File: src/rtl/prot_csr_pkg.sv
package prot_csr_pkg;

    typedef enum logic [1:0] {
        SEL_CFG  = 2'd0,
        SEL_ADDR = 2'd1,
        SEL_SEC  = 2'd2
    } csr_sel_e;

    typedef enum logic [1:0] {
        AM_OFF   = 2'd0,
        AM_TOR   = 2'd1,
        AM_NA4   = 2'd2,
        AM_NAPOT = 2'd3
    } amode_e;

    typedef struct packed {
        logic       lock;
        logic [1:0] rsvd;
        amode_e     am;
        logic       x;
        logic       w;
        logic       r;
    } cfg_t;

    localparam int SEC_LD = 0;
    localparam int SEC_WL = 1;
    localparam int SEC_BP = 2;

    function automatic logic cfg_reserved(cfg_t c);
        return c.w && !c.r;
    endfunction

    function automatic cfg_t cfg_unlocked(cfg_t c);
        cfg_t o;
        o      = c;
        o.lock = 1'b0;
        o.am   = AM_OFF;
        return o;
    endfunction

    function automatic logic cfg_guards_prev(cfg_t c);
        return c.lock && (c.am == AM_TOR);
    endfunction

endpackage

File: src/rtl/prot_cfg_lane.sv
module prot_cfg_lane
    import prot_csr_pkg::*;
(
    input  logic clk,
    input  logic rst,
    input  logic wr_hit,
    input  cfg_t wr_val,
    input  logic bypass,
    input  logic lockdown,
    input  logic unlock_all,
    output cfg_t cfg_q,
    output logic chg_q
);
    cfg_t nxt;
    logic held;

    assign held = cfg_q.lock && !bypass;

    always_comb begin
        nxt = cfg_q;
        if (unlock_all)
            nxt = cfg_unlocked(cfg_q);
        else if (wr_hit && !held && !(cfg_reserved(wr_val) && !lockdown))
            nxt = wr_val;
    end

    always_ff @(posedge clk) begin
        if (rst) begin
            cfg_q <= '0;
            chg_q <= 1'b0;
        end else begin
            cfg_q <= nxt;
            chg_q <= (nxt != cfg_q);
        end
    end
endmodule

File: src/rtl/prot_addr_lane.sv
module prot_addr_lane #(
    parameter int AW = 32
) (
    input  logic          clk,
    input  logic          rst,
    input  logic          wr_hit,
    input  logic [AW-1:0] wr_val,
    input  logic          self_held,
    input  logic          next_guard,
    input  logic          next_tor,
    output logic [AW-1:0] addr_q,
    output logic          chg_q,
    output logic          chg_next_q
);
    logic take;

    assign take = wr_hit && !self_held && !next_guard && (wr_val != addr_q);

    always_ff @(posedge clk) begin
        if (rst) begin
            addr_q     <= '0;
            chg_q      <= 1'b0;
            chg_next_q <= 1'b0;
        end else begin
            if (take) addr_q <= wr_val;
            chg_q      <= take;
            chg_next_q <= take && next_tor;
        end
    end
endmodule

File: src/rtl/prot_sec_reg.sv
module prot_sec_reg
    import prot_csr_pkg::*;
#(
    parameter bit ENH = 1'b1
) (
    input  logic       clk,
    input  logic       rst,
    input  logic       wr,
    input  logic [2:0] wr_val,
    output logic [2:0] sec_q,
    output logic       flush_q
);
    logic [2:0] nxt;
    logic [2:0] sticky;

    assign sticky = sec_q & ((3'b1 << SEC_LD) | (3'b1 << SEC_WL));

    generate
        if (ENH) begin : g_enh
            assign nxt = wr ? (wr_val | sticky) : sec_q;
        end else begin : g_plain
            assign nxt = 3'b000;
        end
    endgenerate

    always_ff @(posedge clk) begin
        if (rst) begin
            sec_q   <= '0;
            flush_q <= 1'b0;
        end else begin
            sec_q   <= nxt;
            flush_q <= (nxt[SEC_LD] != sec_q[SEC_LD]) || (nxt[SEC_WL] != sec_q[SEC_WL]);
        end
    end
endmodule

File: src/rtl/prot_csr_ctrl.sv
module prot_csr_ctrl
    import prot_csr_pkg::*;
#(
    parameter int N_ENTRIES = 16,
    parameter int AW        = 32,
    parameter int IDX_W     = 8,
    parameter bit ENH       = 1'b1
) (
    input  logic                    clk,
    input  logic                    rst,
    input  logic                    wr_en,
    input  logic [1:0]              wr_sel,
    input  logic [IDX_W-1:0]        wr_idx,
    input  logic [63:0]             wr_data,
    input  logic                    mode64,
    input  logic                    unlock_all,
    input  logic [1:0]              rd_sel,
    input  logic [IDX_W-1:0]        rd_idx,
    output logic [63:0]             rd_data,
    output logic [N_ENTRIES*8-1:0]  cfg_out,
    output logic [N_ENTRIES*AW-1:0] addr_out,
    output logic [N_ENTRIES-1:0]    rule_chg,
    output logic                    flush_req,
    output logic [2:0]              sec_out
);
    localparam int BW = IDX_W + 3;

    cfg_t                 cfg_q  [N_ENTRIES];
    logic [AW-1:0]        addr_q [N_ENTRIES];
    logic [N_ENTRIES-1:0] cfg_chg, addr_chg, addr_chg_nx;
    logic [2:0]           sec_q;
    logic                 sec_flush;
    logic [BW-1:0]        wbase, rbase, nbytes;

    assign wbase  = BW'({wr_idx, 2'b00});
    assign rbase  = BW'({rd_idx, 2'b00});
    assign nbytes = mode64 ? BW'(8) : BW'(4);

    prot_sec_reg #(.ENH(ENH)) sec_i (
        .clk     (clk),
        .rst     (rst),
        .wr      (wr_en && (wr_sel == SEL_SEC)),
        .wr_val  (wr_data[2:0]),
        .sec_q   (sec_q),
        .flush_q (sec_flush)
    );

    generate
        for (genvar e = 0; e < N_ENTRIES; e++) begin : g_ent
            localparam logic [BW-1:0] EV = BW'(e);
            logic [BW-1:0] off;
            logic          cfg_hit, addr_hit, guard, tor;

            assign off      = EV - wbase;
            assign cfg_hit  = wr_en && (wr_sel == SEL_CFG) && (EV >= wbase) && (off < nbytes);
            assign addr_hit = wr_en && (wr_sel == SEL_ADDR) && (wr_idx == IDX_W'(e));

            if (e < N_ENTRIES - 1) begin : g_nx
                assign guard = cfg_guards_prev(cfg_q[e+1]);
                assign tor   = (cfg_q[e+1].am == AM_TOR);
            end else begin : g_last
                assign guard = 1'b0;
                assign tor   = 1'b0;
            end

            prot_cfg_lane cfg_i (
                .clk        (clk),
                .rst        (rst),
                .wr_hit     (cfg_hit),
                .wr_val     (cfg_t'(wr_data[{off[2:0], 3'b000} +: 8])),
                .bypass     (sec_q[SEC_BP]),
                .lockdown   (sec_q[SEC_LD]),
                .unlock_all (unlock_all),
                .cfg_q      (cfg_q[e]),
                .chg_q      (cfg_chg[e])
            );

            prot_addr_lane #(.AW(AW)) addr_i (
                .clk        (clk),
                .rst        (rst),
                .wr_hit     (addr_hit),
                .wr_val     (wr_data[AW-1:0]),
                .self_held  (cfg_q[e].lock && !sec_q[SEC_BP]),
                .next_guard (guard),
                .next_tor   (tor),
                .addr_q     (addr_q[e]),
                .chg_q      (addr_chg[e]),
                .chg_next_q (addr_chg_nx[e])
            );

            assign cfg_out[e*8 +: 8]   = cfg_q[e];
            assign addr_out[e*AW +: AW] = addr_q[e];
        end
    endgenerate

    assign rule_chg  = cfg_chg | addr_chg | {addr_chg_nx[N_ENTRIES-2:0], 1'b0};
    assign flush_req = (|cfg_chg) || (|addr_chg) || sec_flush;
    assign sec_out   = sec_q;

    always_comb begin
        logic [BW-1:0] roff;
        rd_data = '0;
        unique case (rd_sel)
            SEL_CFG: begin
                for (int e = 0; e < N_ENTRIES; e++) begin
                    roff = BW'(e) - rbase;
                    if ((BW'(e) >= rbase) && (roff < nbytes))
                        rd_data = rd_data | (64'(cfg_q[e]) << {roff[2:0], 3'b000});
                end
            end
            SEL_ADDR: begin
                for (int e = 0; e < N_ENTRIES; e++)
                    if (rd_idx == IDX_W'(e)) rd_data = 64'(addr_q[e]);
            end
            SEL_SEC:  rd_data = 64'(sec_q);
            default:  rd_data = '0;
        endcase
    end
endmodule

File: config.mk
export PLATFORM = sky130hd
export DESIGN_NAME = prot_csr_ctrl
export DESIGN_NICKNAME = d
export VERILOG_FILES = /design/src/rtl/prot_csr_pkg.sv /design/src/rtl/prot_cfg_lane.sv /design/src/rtl/prot_addr_lane.sv /design/src/rtl/prot_sec_reg.sv /design/src/rtl/prot_csr_ctrl.sv
export SDC_FILE = /design/constraint.sdc
export NUM_CORES = 2
export LEC_CHECK = 0
export ABC_AREA = 0
export BUFFER_PORTS_ARGS = -buffer_cell sky130_fd_sc_hd__buf_4
export CORE_AREA = 2 2 316 318
export DETAILED_ROUTE_END_ITERATION = 7
export DIE_AREA = 0 0 318 320
export HOLD_SLACK_MARGIN = 0.06
export PLACE_DENSITY = 0.66
export SKIP_CTS_REPAIR_TIMING = 1
export SLEW_MARGIN = 20
export SYNTH_ARGS = -nofsm -noshare
export SYNTH_HDL_FRONTEND = slang
export SYNTH_SLANG_ARGS = --single-unit
File: constraint.sdc
create_clock -name clk -period 6.4 [get_ports clk]
set_input_delay 0.32 -clock clk [delete_from_list [all_inputs] [get_ports clk]]
set_output_delay 0.32 -clock clk [all_outputs]
set_load 0.03 [all_outputs]
Word-level counts from Yosys, hierarchy flattened:

Index checks and enable logic that the tools add are counted.

* add/subtract/negate cells: 32
* multipliers: 0
* divide/modulo/power cells: 0
* $lt $le $gt $ge: 64
* equality and inequality tests: 83
* shift-type cells: 32
* mux-type cells: 82
* bitwise logic cells: 18
* reductions and logical operators: 298

Operators with widths (count)
* 64-bit 2-to-1 mux: 46
* 64-bit by 7-bit variable part select with 8-bit output: 16
* 8-bit by 6-bit left shift with 64-bit output: 16
* 64-bit bitwise OR: 15
* 32-bit != test: 16
* 11-bit by 4-bit < comparator with 1-bit output: 32
* 8-bit 2-to-1 mux: 32
* 1-bit logical AND: 224
* 64-bit one-hot mux with 3 select lines: 1
* 4-bit by 10-bit subtractor with 11-bit output (first input constant): 16
* 4-bit by 10-bit greater-or-equal comparator with 1-bit output (first input constant): 16
* 8-bit by 4-bit == test with 1-bit output (second input constant): 16
* 8-bit != test: 16
* 3-bit by 10-bit subtractor with 11-bit output (first input constant): 8
* 3-bit by 10-bit greater-or-equal comparator with 1-bit output (first input constant): 8
* 1-bit logical NOT: 65
* 8-bit by 3-bit == test with 1-bit output (second input constant): 8
* 1-bit by 10-bit subtractor with 11-bit output (first input constant): 4
* 2-bit by 10-bit subtractor with 11-bit output (first input constant): 4
* 1-bit by 10-bit greater-or-equal comparator with 1-bit output (first input constant): 4
* 2-bit by 10-bit greater-or-equal comparator with 1-bit output (first input constant): 4
* 2-bit by 1-bit == test with 1-bit output (second input constant): 17
* 8-bit by 2-bit == test with 1-bit output (second input constant): 4
* 32-bit 2-to-1 mux: 1
* other kinds (11): 20

* flip-flop bits (word level): 691
* bits in latches: 0
* bits in writable memories: 0
* bits in read-only memories: 0
* input port bits: 89
* output and inout bits: 724
* word-level logic and storage cells: 771
* memories kept: 0

Longest topological paths before layout:

* depth in word-level cells: 50
* mapped depth: 14
* mapped depth without buffers: 12

By module:

Synthesis repeated with hierarchy kept, for this count alone.

* cells, all modules: 5185
* area total of the unflattened synthesis: 46467.1 um^2

By module, submodules not included
* prot_addr_lane: instances 16, cells each 187, area each 1851.8 um^2, seq. area each 680.7 um^2
* prot_csr_ctrl: instances 1, cells each 1379, area each 8931.1 um^2, seq. area each 0.0 um^2
* prot_cfg_lane: instances 16, cells each 50, area each 485.5 um^2, seq. area each 180.2 um^2
* prot_sec_reg: instances 1, cells each 14, area each 140.1 um^2, seq. area each 80.1 um^2

Worst setup path after synthesis:

Ideal clock, no wire load.

* path kind: input -> output
* start: input port rd_idx[2]
* end: output port rd_data[2]
* data arrival time: 3232 ps
* data required time: 6080 ps
* setup slack: 2848 ps
* stages on the path: 14
* path buffers: 3
* cell sequence: inv_1 ha_1 or4b_1 nor3_1 ha_1 nor4b_1 and3_1 buf_2 buf_6 buf_4 a22oi_1 nor2_1 nor2_1 o21ai_0

* cells in the longest elaborated chain, start to end: 50
* elaborated cells on any way between the ends: 143
* classes of those cells: add/sub (16); order compare (32); eq/ne (15); mux (48); bitwise (15); reduce/logical (17)

RTL lines
* start: declaration: RTL line prot_csr_ctrl.sv:18 `input logic [IDX_W-1:0] rd_idx,`
* 1-bit by 10-bit subtractor with 11-bit output: RTL line prot_csr_ctrl.sv:106 `roff = BW'(e) - rbase;`
* 11-bit by 4-bit < comparator with 1-bit output: RTL line prot_csr_ctrl.sv:107 `if ((BW'(e) >= rbase) && (roff < nbytes))`
* 1-bit logical AND: RTL line prot_csr_ctrl.sv:107
* 64-bit 2-to-1 mux: RTL line prot_csr_ctrl.sv:107
* 64-bit 2-to-1 mux: RTL line prot_csr_ctrl.sv:103 `unique case (rd_sel)`
* 64-bit bitwise OR: RTL line prot_csr_ctrl.sv:108 `rd_data = rd_data | (64'(cfg_q[e]) << {roff[2:0], 3'b000});`
* 64-bit 2-to-1 mux: RTL line prot_csr_ctrl.sv:107
* 64-bit 2-to-1 mux: RTL line prot_csr_ctrl.sv:103
* [... 34 more ...]
* 64-bit 2-to-1 mux: RTL line prot_csr_ctrl.sv:107
* 64-bit 2-to-1 mux: RTL line prot_csr_ctrl.sv:103
* 64-bit bitwise OR: RTL line prot_csr_ctrl.sv:108
* 64-bit 2-to-1 mux: RTL line prot_csr_ctrl.sv:107
* 64-bit 2-to-1 mux: RTL line prot_csr_ctrl.sv:103
* 64-bit bitwise OR: RTL line prot_csr_ctrl.sv:108
* 64-bit 2-to-1 mux: RTL line prot_csr_ctrl.sv:107
* 64-bit one-hot mux with 3 select lines *: RTL line prot_csr_ctrl.sv:103
* end: declaration: RTL line prot_csr_ctrl.sv:19 `output logic [63:0] rd_data,`

Mark *: on every way between the ends. The rest lies on a longest branch, timed or not. The select of a mux whose other input is x is not followed.

Final worst setup path:

* start: input port rd_idx[0]
* end: output port rd_data[31]

The elaborated chain is that of the path after synthesis.

==> results.txt <==
I/O Pins - 813
fin. max-slew vios - 0
worst-skew pair later-pin latency - 0.69 ns
total track usage - 47.3%
PD cells - 203 mW/mm2
unrepaired setup endpoints after global routing - false
drt initial violations - 7,692
setup TNS - 0 ns
Clock transition at path regs - 0.06 ns
Worst Max-Slew Pin Slew - 1.24 ns
max cap viols - 0
Via density - 6.75
Syn Nets - 4,948
initial antenna violation count - 25
final weighted congestion in routability-driven placement - 1.07
first-pass GRT wire length - 342 mm
Setup Viol. Count Final - 0
metal3 WL - 35.5 mm
clk sink count - 691
port buffer count - 812
post-detail-place hpwl - 189 mm
fin crit share - 83.3%
sequential share of the synthesized area - 33.7%
die height - 320 um
Async SR Flop Fraction - 0%
Synth Flop Type - dfxtp_1
H-tree depth - 3
Power Total - 0.0102 W
Pre-antenna DRT Iters - 8
Initial Util - 41.9%
leading area contributor after synthesis - dfxtp_1
cell count after synthesis - 4,827
Seq cells post-synth - 691
status - finished with violations
# fillers - 9,446
largest net degree at the start of global routing - 184
most common library cell in the layout ignoring fill and taps - buf_4
failing checks - design-rule violations
CTS tree - built
DRC viols - 4
die area - 0.102 mm2
vias in the first global route - 41,600
Die W - 318 um
most frequent cells in the layout - buf_4, nor2_1, dfxtp_1
Root Driver - clkbuf_16
CP required - 6.08 ns
Peak VDD IR - 162 uV
Max transition margin - 16.7%
Peak Freq - 0.188 GHz
WP data arrival - 5.01 ns
synthesis-to-layout area growth - 22.6%
layout cells sized above 1 - 20.8%
CP Capture Type - primary output
M1 wire length - 92.5 mm
Layout Nets - 5,479
share of the synthesized area in the top cell type - 33.7%
library cells used by synthesis - 90
critical path class - in2out
Final Skew - 0.0350 ns
Area contributors post-synth - dfxtp_1, mux2i_1, xor2_1, nor2_1, xnor2_1
EDFF count, synth - 0
worst hold path class - in2reg
Final Hold Viols - 0
critical path startpoint category - primary input
Syn Std Cell Area - 0.0410 mm2
core box area - 0.0980 mm2
antenna violation net count after detailed routing - 0
crit path time final - 5.33 ns
CTS Buffer Depth - 3
Avg Inst Size Synth - 8.50 um2
crit-path max FO - 39
leakage power total - 24.3 nW
Yosys Warn Count - 0
drt wl/cell - 37.8 um
Finished Core Util - 51.3%
routed wl met2 - 106 mm
Core Rows - 115
aggregate routed wire length - 254 mm
grt total ovfl - 0
Num CTS Buffers - 78
vias - 45,300
highest routed metal layer - met5
layout make-up:
class	instances	area [um2]	area share, %
Multi-Input combinational cell	3641	25200	50.0
Clock buffer	111	2270	4.51
Clock inverter	31	412	0.818
Timing Repair Buffer	911	6860	13.6
Inverter	35	131	0.261
Sequential cell	691	13800	27.5
Antenna cell	9	22.5	0.0448
Tap cell	1287	1610	3.20
registers in the layout, indices dropped and copies added, names as in the netlist:
name,cells
g_ent.addr_i.addr_q,512
g_ent.addr_i.chg_next_q,15
g_ent.addr_i.chg_q,16
g_ent.cfg_i.cfg_q,128
g_ent.cfg_i.chg_q,16
sec_i.flush_q,1
sec_i.sec_q,3
kinds of logic after synthesis:
logic type | synth area share (%)
buffers and inverters | 5.47
xor gates and xnor gates | 12.7
AOI/OAI and AO/OA | 15.2
muxes | 14.3
DFF | 33.7
and+or+nand+nor | 17.7
adders and majority gates | 0.976
through the flow:
stage	instance area [um2]	setup slack, ns	hold slack, ns	std cells
finish	50300	1.07	0.0772	6716
global route	50300	1.03	0.116	6709
CTS	50300	1.30	0.0766	6707
detailed placement	47600	1.29	0.490	6565
global placement	47600	1.23	0.482	6565
floorplan	41000	2.85	0.514	4827
routing by layer:
metal	up-vias	track usage [%]
li1	18200	-
met4	32	30.9
met1	22000	57.9
met3	1069	16.6
met5	-	0
met2	4040	70.1
critical path, stage by stage:
cell and delay (ns):
buf_4 0.37, clkinv_1 0.49, ha_4 0.43, inv_2 0.65, a2bb2oi_1 0.26, a221oi_1 0.17, nor4_1 0.99, a2111oi_0 0.19
o21ai_0 0.81, buf_4 0.30
synth_stat cells, types with 26 or more instances:
library cell and number:
or3_1 29, and3_1 27, buf_2 117, xnor2_1 109
a211oi_1 86, xor2_1 485, a21oi_1 190, nand3_1 53
a222oi_1 41, buf_4 49, inv_1 34, nor4_1 145
o22ai_1 43, nor3_1 33, o21ai_0 162, clkbuf_1 253
buf_1 33, nand2b_1 37, nor2_1 795, o221ai_1 26
nand4_1 58, a221oi_1 55, dfxtp_1 691, a22oi_1 42
nand3b_1 27, mux2i_1 579, ha_1 32, nand2_1 218
power by group:
| group | switching (W) | internal, W |
|---|---|---|
| sequential | 0.00000530 | 0.00430 |
| combinational | 0.000800 | 0.000284 |
| clock | 0.00202 | 0.00281 |
| total | 0.00282 | 0.00740 |
final timing paths:
kind,slack (ns),start,cells past startpoint,end
setup / recovery,1.07,rd_idx[0],10,rd_data[31]
hold / removal,0.08,rst,2,g_ent[11].cfg_i.cfg_q[6]
setup reg to reg,3.22,g_ent[11].cfg_i.cfg_q[4],7,g_ent[10].addr_i.addr_q[6]
hold reg to reg,0.52,sec_i.sec_q[1],2,sec_i.sec_q[1]
(Power assumes the default switching activity.)
